**config.mk**
```make
export PLATFORM = sky130hd
export DESIGN_NAME = bs_alu32
export DESIGN_NICKNAME = d
export VERILOG_FILES = /design/src/rtl/bs_alu_pkg.sv /design/src/rtl/bs_slice.sv /design/src/rtl/bs_ctrl.sv /design/src/rtl/bs_flags.sv /design/src/rtl/bs_alu32.sv
export SDC_FILE = /design/constraint.sdc
export NUM_CORES = 1
export LEC_CHECK = 0
export BUFFER_PORTS_ARGS = -buffer_cell sky130_fd_sc_hd__buf_2
export CORE_MARGIN = 2
export CORE_UTILIZATION = 39
export DETAILED_ROUTE_END_ITERATION = 12
export PLACE_DENSITY = 0.72
export SYNTH_ARGS = -nofsm -noshare
export SYNTH_HDL_FRONTEND = slang
export SYNTH_HIERARCHICAL = 1
export SYNTH_SLANG_ARGS = --single-unit
```
**constraint.sdc**
```tcl
create_clock -name vclk -period 25.4
set_input_delay 2.54 -clock vclk [all_inputs]
set_output_delay 2.54 -clock vclk [all_outputs]
set_load 0.01 [all_outputs]
```
**src/rtl/bs_alu_pkg.sv**
```systemverilog
package bs_alu_pkg;

  typedef enum logic [2:0] {
    OP_AND  = 3'b000,
    OP_OR   = 3'b001,
    OP_ADD  = 3'b010,
    OP_NOR  = 3'b100,
    OP_NAND = 3'b101,
    OP_SUB  = 3'b110,
    OP_SLT  = 3'b111
  } alu_op_e;

  typedef enum logic [1:0] {
    SEL_AND  = 2'd0,
    SEL_OR   = 2'd1,
    SEL_SUM  = 2'd2,
    SEL_LESS = 2'd3
  } cell_sel_e;

  function automatic logic fa_sum(input logic x, input logic y, input logic ci);
    return x ^ y ^ ci;
  endfunction

  function automatic logic fa_carry(input logic x, input logic y, input logic ci);
    return (x & y) | (x & ci) | (y & ci);
  endfunction

  function automatic logic pick4(input cell_sel_e s, input logic v_and,
                                 input logic v_or, input logic v_sum,
                                 input logic v_less);
    logic r;
    unique case (s)
      SEL_AND:  r = v_and;
      SEL_OR:   r = v_or;
      SEL_SUM:  r = v_sum;
      default:  r = v_less;
    endcase
    return r;
  endfunction

endpackage

```
**src/rtl/bs_slice.sv**
```systemverilog
module bs_slice
  import bs_alu_pkg::*;
(
  input  logic      a,
  input  logic      b,
  input  logic      a_inv,
  input  logic      b_inv,
  input  logic      cin,
  input  logic      less,
  input  cell_sel_e sel,
  output logic      res,
  output logic      sum,
  output logic      cout
);
  logic a_eff;
  logic b_eff;

  always_comb begin
    a_eff = a ^ a_inv;
    b_eff = b ^ b_inv;
    sum   = fa_sum(a_eff, b_eff, cin);
    cout  = fa_carry(a_eff, b_eff, cin);
    res   = pick4(sel, a_eff & b_eff, a_eff | b_eff, sum, less);
  end

endmodule

```
**src/rtl/bs_ctrl.sv**
```systemverilog
module bs_ctrl
  import bs_alu_pkg::*;
(
  input  logic [2:0] op,
  output logic       a_inv,
  output logic       b_neg,
  output cell_sel_e  sel
);
  always_comb begin
    // top code bit negates b and seeds the carry; the 10x codes also complement a
    b_neg = op[2];
    a_inv = op[2] & ~op[1];
    sel   = cell_sel_e'(op[1:0]);
  end

endmodule

```
**src/rtl/bs_flags.sv**
```systemverilog
module bs_flags #(
  parameter int W = 32
) (
  input  logic [W-1:0] result,
  input  logic         c_into_msb,
  input  logic         c_out_msb,
  output logic         zero,
  output logic         ovf
);
  always_comb begin
    zero = ~|result;
    ovf  = c_into_msb ^ c_out_msb;
  end

endmodule

```
**src/rtl/bs_alu32.sv**
```systemverilog
module bs_alu32
  import bs_alu_pkg::*;
#(
  parameter int W = 32
) (
  input  logic [2:0]   op_i,
  input  logic [W-1:0] a_i,
  input  logic [W-1:0] b_i,
  output logic [W-1:0] result_o,
  output logic         zero_o,
  output logic         ovf_o,
  output logic         cout_o
);
  localparam int MSB = W - 1;

  logic         a_inv_w;
  logic         b_neg_w;
  cell_sel_e    sel_w;
  logic         set_w;
  logic         c_into_msb_w;
  logic [W-1:0] sum_v;

  bs_ctrl u_ctrl (
    .op    (op_i),
    .a_inv (a_inv_w),
    .b_neg (b_neg_w),
    .sel   (sel_w)
  );

  for (genvar i = 0; i < W; i++) begin : g_bit
    logic cin_w;
    logic less_w;
    logic res_w;
    logic sum_w;
    logic cout_w;

    if (i == 0) begin : g_lsb
      assign cin_w  = b_neg_w;
      assign less_w = set_w;
    end else begin : g_upper
      assign cin_w  = g_bit[i-1].cout_w;
      assign less_w = 1'b0;
    end

    bs_slice u_cell (
      .a     (a_i[i]),
      .b     (b_i[i]),
      .a_inv (a_inv_w),
      .b_inv (b_neg_w),
      .cin   (cin_w),
      .less  (less_w),
      .sel   (sel_w),
      .res   (res_w),
      .sum   (sum_w),
      .cout  (cout_w)
    );

    assign result_o[i] = res_w;
    assign sum_v[i]    = sum_w;
  end

  assign set_w        = sum_v[MSB];
  assign c_into_msb_w = g_bit[MSB].cin_w;
  assign cout_o       = g_bit[MSB].cout_w;

  bs_flags #(.W(W)) u_flags (
    .result     (result_o),
    .c_into_msb (c_into_msb_w),
    .c_out_msb  (cout_o),
    .zero       (zero_o),
    .ovf        (ovf_o)
  );

endmodule

```
==> results of run 1 <==
==> worst paths after layout <==
path | slack, ns | to
max | 1.36 | zero_o
min | 5.73 | cout_o
==> per-stage QoR <==
stage               utilization (%)  setup slack, ns  hold slack [ns]
detailed placement            45.17            1.188            5.726
floorplan                         -            2.314            5.456
CTS                           45.17            1.153            5.728
global placement              45.17            1.355            5.670
global route                  45.17           0.1370            5.776
finish                        45.17            1.356            5.725
==> report_power, final <==
part / switching, mW / total (mW) / internal (mW)
registers: 0 / 0 / 0
clock network: 0 / 0 / 0
logic: 0.0671 / 0.122 / 0.0550
total: 0.0671 / 0.122 / 0.0550
==> routing by layer <==
layer	part of all wire, %	up-vias	wire [um]	global-route usage [%]
met5	0	-	0	0
met4	1.5	0	110	2.530
met2	54	63	4072	29.46
li1	-	1362	-	-
met1	41	1342	3045	16.19
met3	3.5	8	260	0.6102
==> placed cells by master, fill, tap and decap left out <==
| master | Yosys | final |
|---|---|---|
| inv_1 | 192 | 192 |
| buf_2 | 0 | 102 |
| ha_1 | 64 | 64 |
| xor2_1 | 33 | 33 |
| xnor2_1 | 32 | 32 |
| mux4_2 | 32 | 32 |
| fa_1 | 32 | 32 |
| conb_1 | 1 | 31 |
| nor4_1 | 7 | 7 |
| buf_4 | 35 | 3 |
| nand4_1 | 2 | 2 |
| nor2b_4 | 1 | 1 |
| nor4_2 | 1 | 1 |
| nor2_1 | 1 | 1 |
==> critical path, delay by kind of cell <==
kind	cells	cell delay, ns
xor gates and xnor gates	1	0.25
adders and majority gates	31	12.84
buffers and inverters	64	4.49
muxes	1	0.48
and+or+nand+nor	4	0.98
==> cell type report <==
| cell class | count | area (um2) |
|---|---|---|
| multi-input cells | 236 | 2934 |
| fillers | 969 | 5285 |
| repair buffers | 105 | 533.0 |
| well taps | 133 | 166.4 |
| inverters | 192 | 720.7 |
==> cell families (layout without fill, tap and decap cells) <==
family                     after synthesis  after routing  synth area share (%)
xor gates and xnor gates                65             65                 14.96
muxes                                   32             32                 18.94
buffers and inverters                  227            297                 25.85
adders and majority gates               96             96                 37.88
and+or+nand+nor                         12             12                 2.269
other                                    1             31               0.09856
==> results.tsv, run 1 <==
stage	metric	value	unit
grt	grt.total_usage	14.27	%
grt	grt_pass1_wl	12.19	mm
die	die_w	102.8	um
timing	tns	0	ns
outcome	outcome	completed	
final_layout	layout.area.seq	0	um2
worst_setup_path	crit_top_cell	inv_1	
logic_synthesis	synth_area_leaders	ha_1, inv_1, mux4_2	
logic_synthesis	yosysTopAreaCell	ha_1	
logic_synthesis	netlist_area	3805	um2
final_layout	syn_to_final_growth	14.44	%
drt	drtIter0Drc	61	
logic_synthesis	yosysUniqueCellTypes	13	
worst_setup_path	slowest_delay	0.53	ns
timing	final-setup-viol-count	0	
logic_synthesis	netlist_instances	433	
worst_setup_path	crit_type	primary input to primary output	
place	dp_cells	666	
logic_synthesis	synth.yosys.warnings	6	
logic_synthesis	ys_top_cells_by_count	inv_1, ha_1, buf_4	
clock_network	cts_setup_buffers	0	
drt	remaining_drc_errors	0	
final_layout	final_nets	698	
drt	first_pass_iters	4	
grt	grt_max_degree	33	
worst_setup_path	crit_start	op_i[2]	
worst_setup_path	cp-end-kind	primary output	
timing	drv_slew	0	
final_layout	num_antenna_cells	0	
die	core_area	9639	um2
die	io_pins	102	
worst_setup_path	arrival	21.50	ns
place	gp_congestion	0.7959	
grt	grt_antenna_before_repair	0	
min_path	hold_depth	6	
timing	finalCritPeriodShare	94.66	%
final_layout	final_cell_area	4354	um2
min_path	worstHoldStart	b_i[31]	
worst_setup_path	crit_path_start_kind	primary input	
logic_synthesis	yosysMostFrequentCell	inv_1	
timing	finalCriticalPeriod	24.04	ns
die	die_area	10560	um2
worst_setup_path	crit_required	22.86	ns
power_and_ir_drop	p_total	122.1	uW
timing	tightestPinTransition	0.9414	ns
drt	drt-total-wl	7.488	mm
final_layout	seq_cell_count	0	
grt	first_global_vias	2907	
worst_setup_path	crit_fanout	31	
timing	hold_viol	0	
clock_network	ctsHoldBuffers	0	
place	port-buffer-count	102	
final_layout	nClkBuffers	0	
min_path	holdCritPathClass	primary input to primary output	
clock_network	ctsResizeCount	0	
power_and_ir_drop	p_leak	2.611	nW
timing	grt_setup_unrepaired	false	
timing	fmax	41.59	MHz
job	cap_violations	0	
final_layout	layout-drive-gt1-share	26.08	%
die	placementRows	36	
power_and_ir_drop	ir_drop	11.93	uV
drt	detail_route.wl_per_cell	11.24	um
logic_synthesis	yosysSeqAreaShare	0	%
final_layout	fin_cells	666	
drt	ant_nets	0	
logic_synthesis	synth_top_cell_area_share	21.05	%
drt	via_per_inst	4.167	
power_and_ir_drop	power.density	28.05	nW/um2
worst_setup_path	slowest_stage	fa_1	
timing	max_slew_margin	37.24	%
die	dieHeight	102.8	um
die	start_util	39.47	%
place	dpl_cell_area	4354	um2
drt	vias	2775	
grt	grt_overflow	0	
logic_synthesis	syn_avg_cell_area	8.787	um2
place	dp_hpwl	6.494	mm
No activity file was read; power rests on OpenSTA's default activity.
==> inputs of run 2 (changes only) <==
CAP_MARGIN = 15   (was not set)
CORE_UTILIZATION = 50   (was 39)
PLACE_DENSITY = 0.86   (was 0.72)
==> results.tsv, run 2 (synthesis gave the netlist of run 1 again) <==
stage	metric	value	unit
outcome	outcome	completed	
final_layout	num_antenna_cells	0	
grt	grt.total_usage	18.28	%
worst_setup_path	arrival	21.67	ns
grt	grt_antenna_before_repair	0	
die	die_area	8324	um2
min_path	worstHoldStart	b_i[31]	
final_layout	syn_to_final_growth	13.32	%
drt	via_per_inst	4.410	
power_and_ir_drop	p_total	123.0	uW
job	cap_violations	0	
drt	remaining_drc_errors	0	
worst_setup_path	crit_path_start_kind	primary input	
clock_network	ctsHoldBuffers	0	
final_layout	layout.area.seq	0	um2
final_layout	seq_cell_count	0	
worst_setup_path	slowest_delay	0.53	ns
clock_network	cts_setup_buffers	0	
drt	first_pass_iters	4	
die	die_w	91.24	um
final_layout	nClkBuffers	0	
timing	final-setup-viol-count	0	
die	start_util	52.18	%
timing	fmax	41.30	MHz
timing	tns	0	ns
place	gp_congestion	0.7483	
timing	grt_setup_unrepaired	false	
grt	grt_pass1_wl	12.59	mm
timing	tightestPinTransition	0.9616	ns
final_layout	layout_common_cells	inv_1, buf_2, ha_1	
final_layout	layout-drive-gt1-share	26.08	%
grt	first_global_vias	2950	
timing	drv_slew	0	
power_and_ir_drop	ir_drop	13.45	uV
drt	drtIter0Drc	35	
min_path	hold_depth	6	
worst_setup_path	crit_top_cell	inv_1	
power_and_ir_drop	p_leak	2.611	nW
timing	max_slew_margin	35.89	%
timing	finalCritPeriodShare	95.32	%
worst_setup_path	slowest_stage	fa_1	
power_and_ir_drop	power.density	28.53	nW/um2
final_layout	final_common_cell	inv_1	
worst_setup_path	crit_type	primary input to primary output	
place	dp_cells	632	
die	io_pins	102	
die	dieHeight	91.24	um
final_layout	fin_cells	632	
die	placementRows	31	
place	port-buffer-count	102	
drt	detail_route.wl_per_cell	11.98	um
worst_setup_path	crit_fanout	31	
grt	grt_max_degree	33	
timing	finalCriticalPeriod	24.21	ns
worst_setup_path	crit_required	22.86	ns
place	dp_hpwl	6.577	mm
grt	grt_overflow	0	
min_path	holdCritPathClass	primary input to primary output	
die	core_area	7292	um2
clock_network	ctsResizeCount	0	
timing	hold_viol	0	
drt	vias	2787	
worst_setup_path	cp-end-kind	primary output	
min_path	min_to	cout_o	
drt	ant_nets	0	
final_layout	final_nets	698	
drt	drt-total-wl	7.571	mm
## run 2: cell counts in the layout (fill, tap and decap cells not counted)
Identical to the previous run, type by type.
## run 2: area by class of cell
cell class                      instances  area [um2]
Timing Repair Buffer                  105       533.0
Inverter                              192       720.7
Multi-Input combinational cell        236        2934
Fill cell                             693        2980
Tap cell                               99       123.9
## run 2: where the power goes
part / internal, mW / switching (mW)
clock: 0 / 0
sequential: 0 / 0
combinational: 0.0554 / 0.0676
total: 0.0554 / 0.0676
## run 2: per-stage QoR
step	setup WS (ns)	util, %	instance area [um2]	hold WS, ns
after global routing	0.1315	59.13	4312	5.757
final	1.188	59.13	4312	5.710
after floorplan	2.314	-	3918	5.456
after global placement	1.571	59.13	4312	5.674
after detailed placement	1.071	59.13	4312	5.714
after CTS	1.044	59.13	4312	5.716
## run 2: worst max-delay path, delay by kind of cell
kind	cells	cell delay, ns
adder cells (fa/ha/maj)	31	12.95
buffers and inverters	64	4.51
AND/OR/NAND/NOR	4	0.97
multiplexers	1	0.49
XOR/XNOR	1	0.24
## run 2: worst max-delay path by stage
stage / start / slack (ns) / end / cells past startpoint
after floorplan: op_i[2] / 2.31 / zero_o / 101
after global placement: op_i[2] / 1.57 / zero_o / 101
after detailed placement: op_i[2] / 1.07 / zero_o / 101
after CTS: op_i[2] / 1.04 / zero_o / 101
after global routing: op_i[2] / 0.13 / zero_o / 101
final: op_i[2] / 1.19 / zero_o / 101
## run 2: per-layer routing
metal	vias up	global-route usage (%)	part of all wire, %
met4	0	1.389	0.74
met5	-	0	0
met2	62	39.51	57
li1	1363	-	-
met1	1358	20.23	40
met3	4	0.1660	2.5
==> inputs of run 3 (changes only) <==
MAX_ROUTING_LAYER = met4   (was not set)
==> results.tsv, run 3 (synthesis gave the netlist of run 1 again) <==
stage	metric	value	unit
die	die_area	8324	um2
timing	max_slew_margin	35.99	%
final_layout	layout_common_cells	inv_1, buf_2, ha_1	
timing	fmax	41.30	MHz
grt	first_global_vias	2949	
power_and_ir_drop	p_leak	2.611	nW
grt	grt_pass1_wl	12.59	mm
timing	tightestPinTransition	0.9602	ns
final_layout	final_common_cell	inv_1	
die	dieHeight	91.24	um
timing	finalCriticalPeriod	24.21	ns
die	start_util	52.18	%
worst_setup_path	crit_fanout	31	
place	dpl_cell_area	4312	um2
grt	grt_overflow	0	
die	die_w	91.24	um
final_layout	fillers	693	
worst_setup_path	slowest_stage	fa_1	
timing	hold_viol	0	
outcome	outcome	completed	
power_and_ir_drop	power.density	28.52	nW/um2
drt	ant_nets	0	
drt	detail_route.wl_per_cell	11.97	um
drt	remaining_drc_errors	0	
drt	first_pass_iters	4	
timing	tns	0	ns
worst_setup_path	arrival	21.67	ns
worst_setup_path	cp-end-kind	primary output	
drt	drt-total-wl	7.565	mm
timing	worst_slack	1.189	ns
grt	grt_max_degree	33	
place	dp_hpwl	6.577	mm
timing	grt_setup_unrepaired	false	
final_layout	num_antenna_cells	0	
place	dp_slack	1.071	ns
grt	grt.total_usage	18.80	%
die	core_area	7292	um2
worst_setup_path	crit_type	primary input to primary output	
timing	drv_slew	0	
final_layout	syn_to_final_growth	13.32	%
power_and_ir_drop	ir_drop	13.45	uV
final_layout	final_nets	698	
place	port-buffer-count	102	
worst_setup_path	worst-path-buf-inv	64	
drt	via_per_inst	4.402	
clock_network	ctsResizeCount	0	
timing	finalCritPeriodShare	95.32	%
final_layout	layout-drive-gt1-share	26.08	%
worst_setup_path	crit_top_cell	inv_1	
die	placementRows	31	
final_layout	layout.area.seq	0	um2
clock_network	ctsHoldBuffers	0	
drt	vias	2782	
final_layout	seq_cell_count	0	
worst_setup_path	cp_top_family	adder cells	
final_layout	nClkBuffers	0	
clock_network	cts_setup_buffers	0	
min_path	holdCritPathClass	primary input to primary output	
job	cap_violations	0	
worst_setup_path	slowest_delay	0.53	ns
grt	grt_antenna_before_repair	0	
final_layout	final_cell_area	4312	um2
worst_setup_path	crit_path_start_kind	primary input	
worst_setup_path	crit_required	22.86	ns
place	gp_congestion	0.7578	
timing	final-setup-viol-count	0	
drt	drtIter0Drc	38	
die	io_pins	102	
[run 3: final timing paths]
path / startpoint / end / slack, ns / depth (start not counted)
hold / removal: b_i[31] / cout_o / 5.71 / 6
setup / recovery: op_i[2] / zero_o / 1.19 / 101
[run 3: per-stage QoR]
stage | instances | hold slack (ns) | power [mW] | util, %
2_1_floorplan | 463 | 5.456 | 0.1022 | -
3_5_place_dp | 632 | 5.714 | 0.1251 | 59.13
4_1_cts | 632 | 5.716 | 0.1254 | 59.13
3_3_place_gp | 632 | 5.674 | 0.1169 | 59.13
5_1_grt | 632 | 5.757 | 0.1413 | 59.13
6_report | 632 | 5.710 | 0.1230 | 59.13
[run 3: power breakdown]
group	switching [mW]	internal [mW]	leakage [nW]	total (mW)
combinational	0.0676	0.0554	2.61	0.123
sequential	0	0	0	0
clock	0	0	0	0
total	0.0676	0.0554	2.61	0.123
[run 3: cell type report]
type | instances | area, um2 | area share [%]
timing repair buffer | 105 | 533.0 | 12.36
multi-input combinational | 236 | 2934 | 68.05
inverter | 192 | 720.7 | 16.72
tap | 99 | 123.9 | 2.873
[run 3: worst min-delay path, cell delays in order]
cell and delay [ns]:
buf_2 0.08, xor2_1 0.08, inv_1 0.10, fa_1 0.17, inv_1 0.06, buf_2 0.14
[run 3: layer usage]
layer	GRT usage, %	share of wire [%]	up-vias
met1	20.23	40	1355
met5	-	0	-
met3	0.1660	2.5	4
met2	39.51	57	60
met4	1.389	0.74	0
li1	-	-	1363
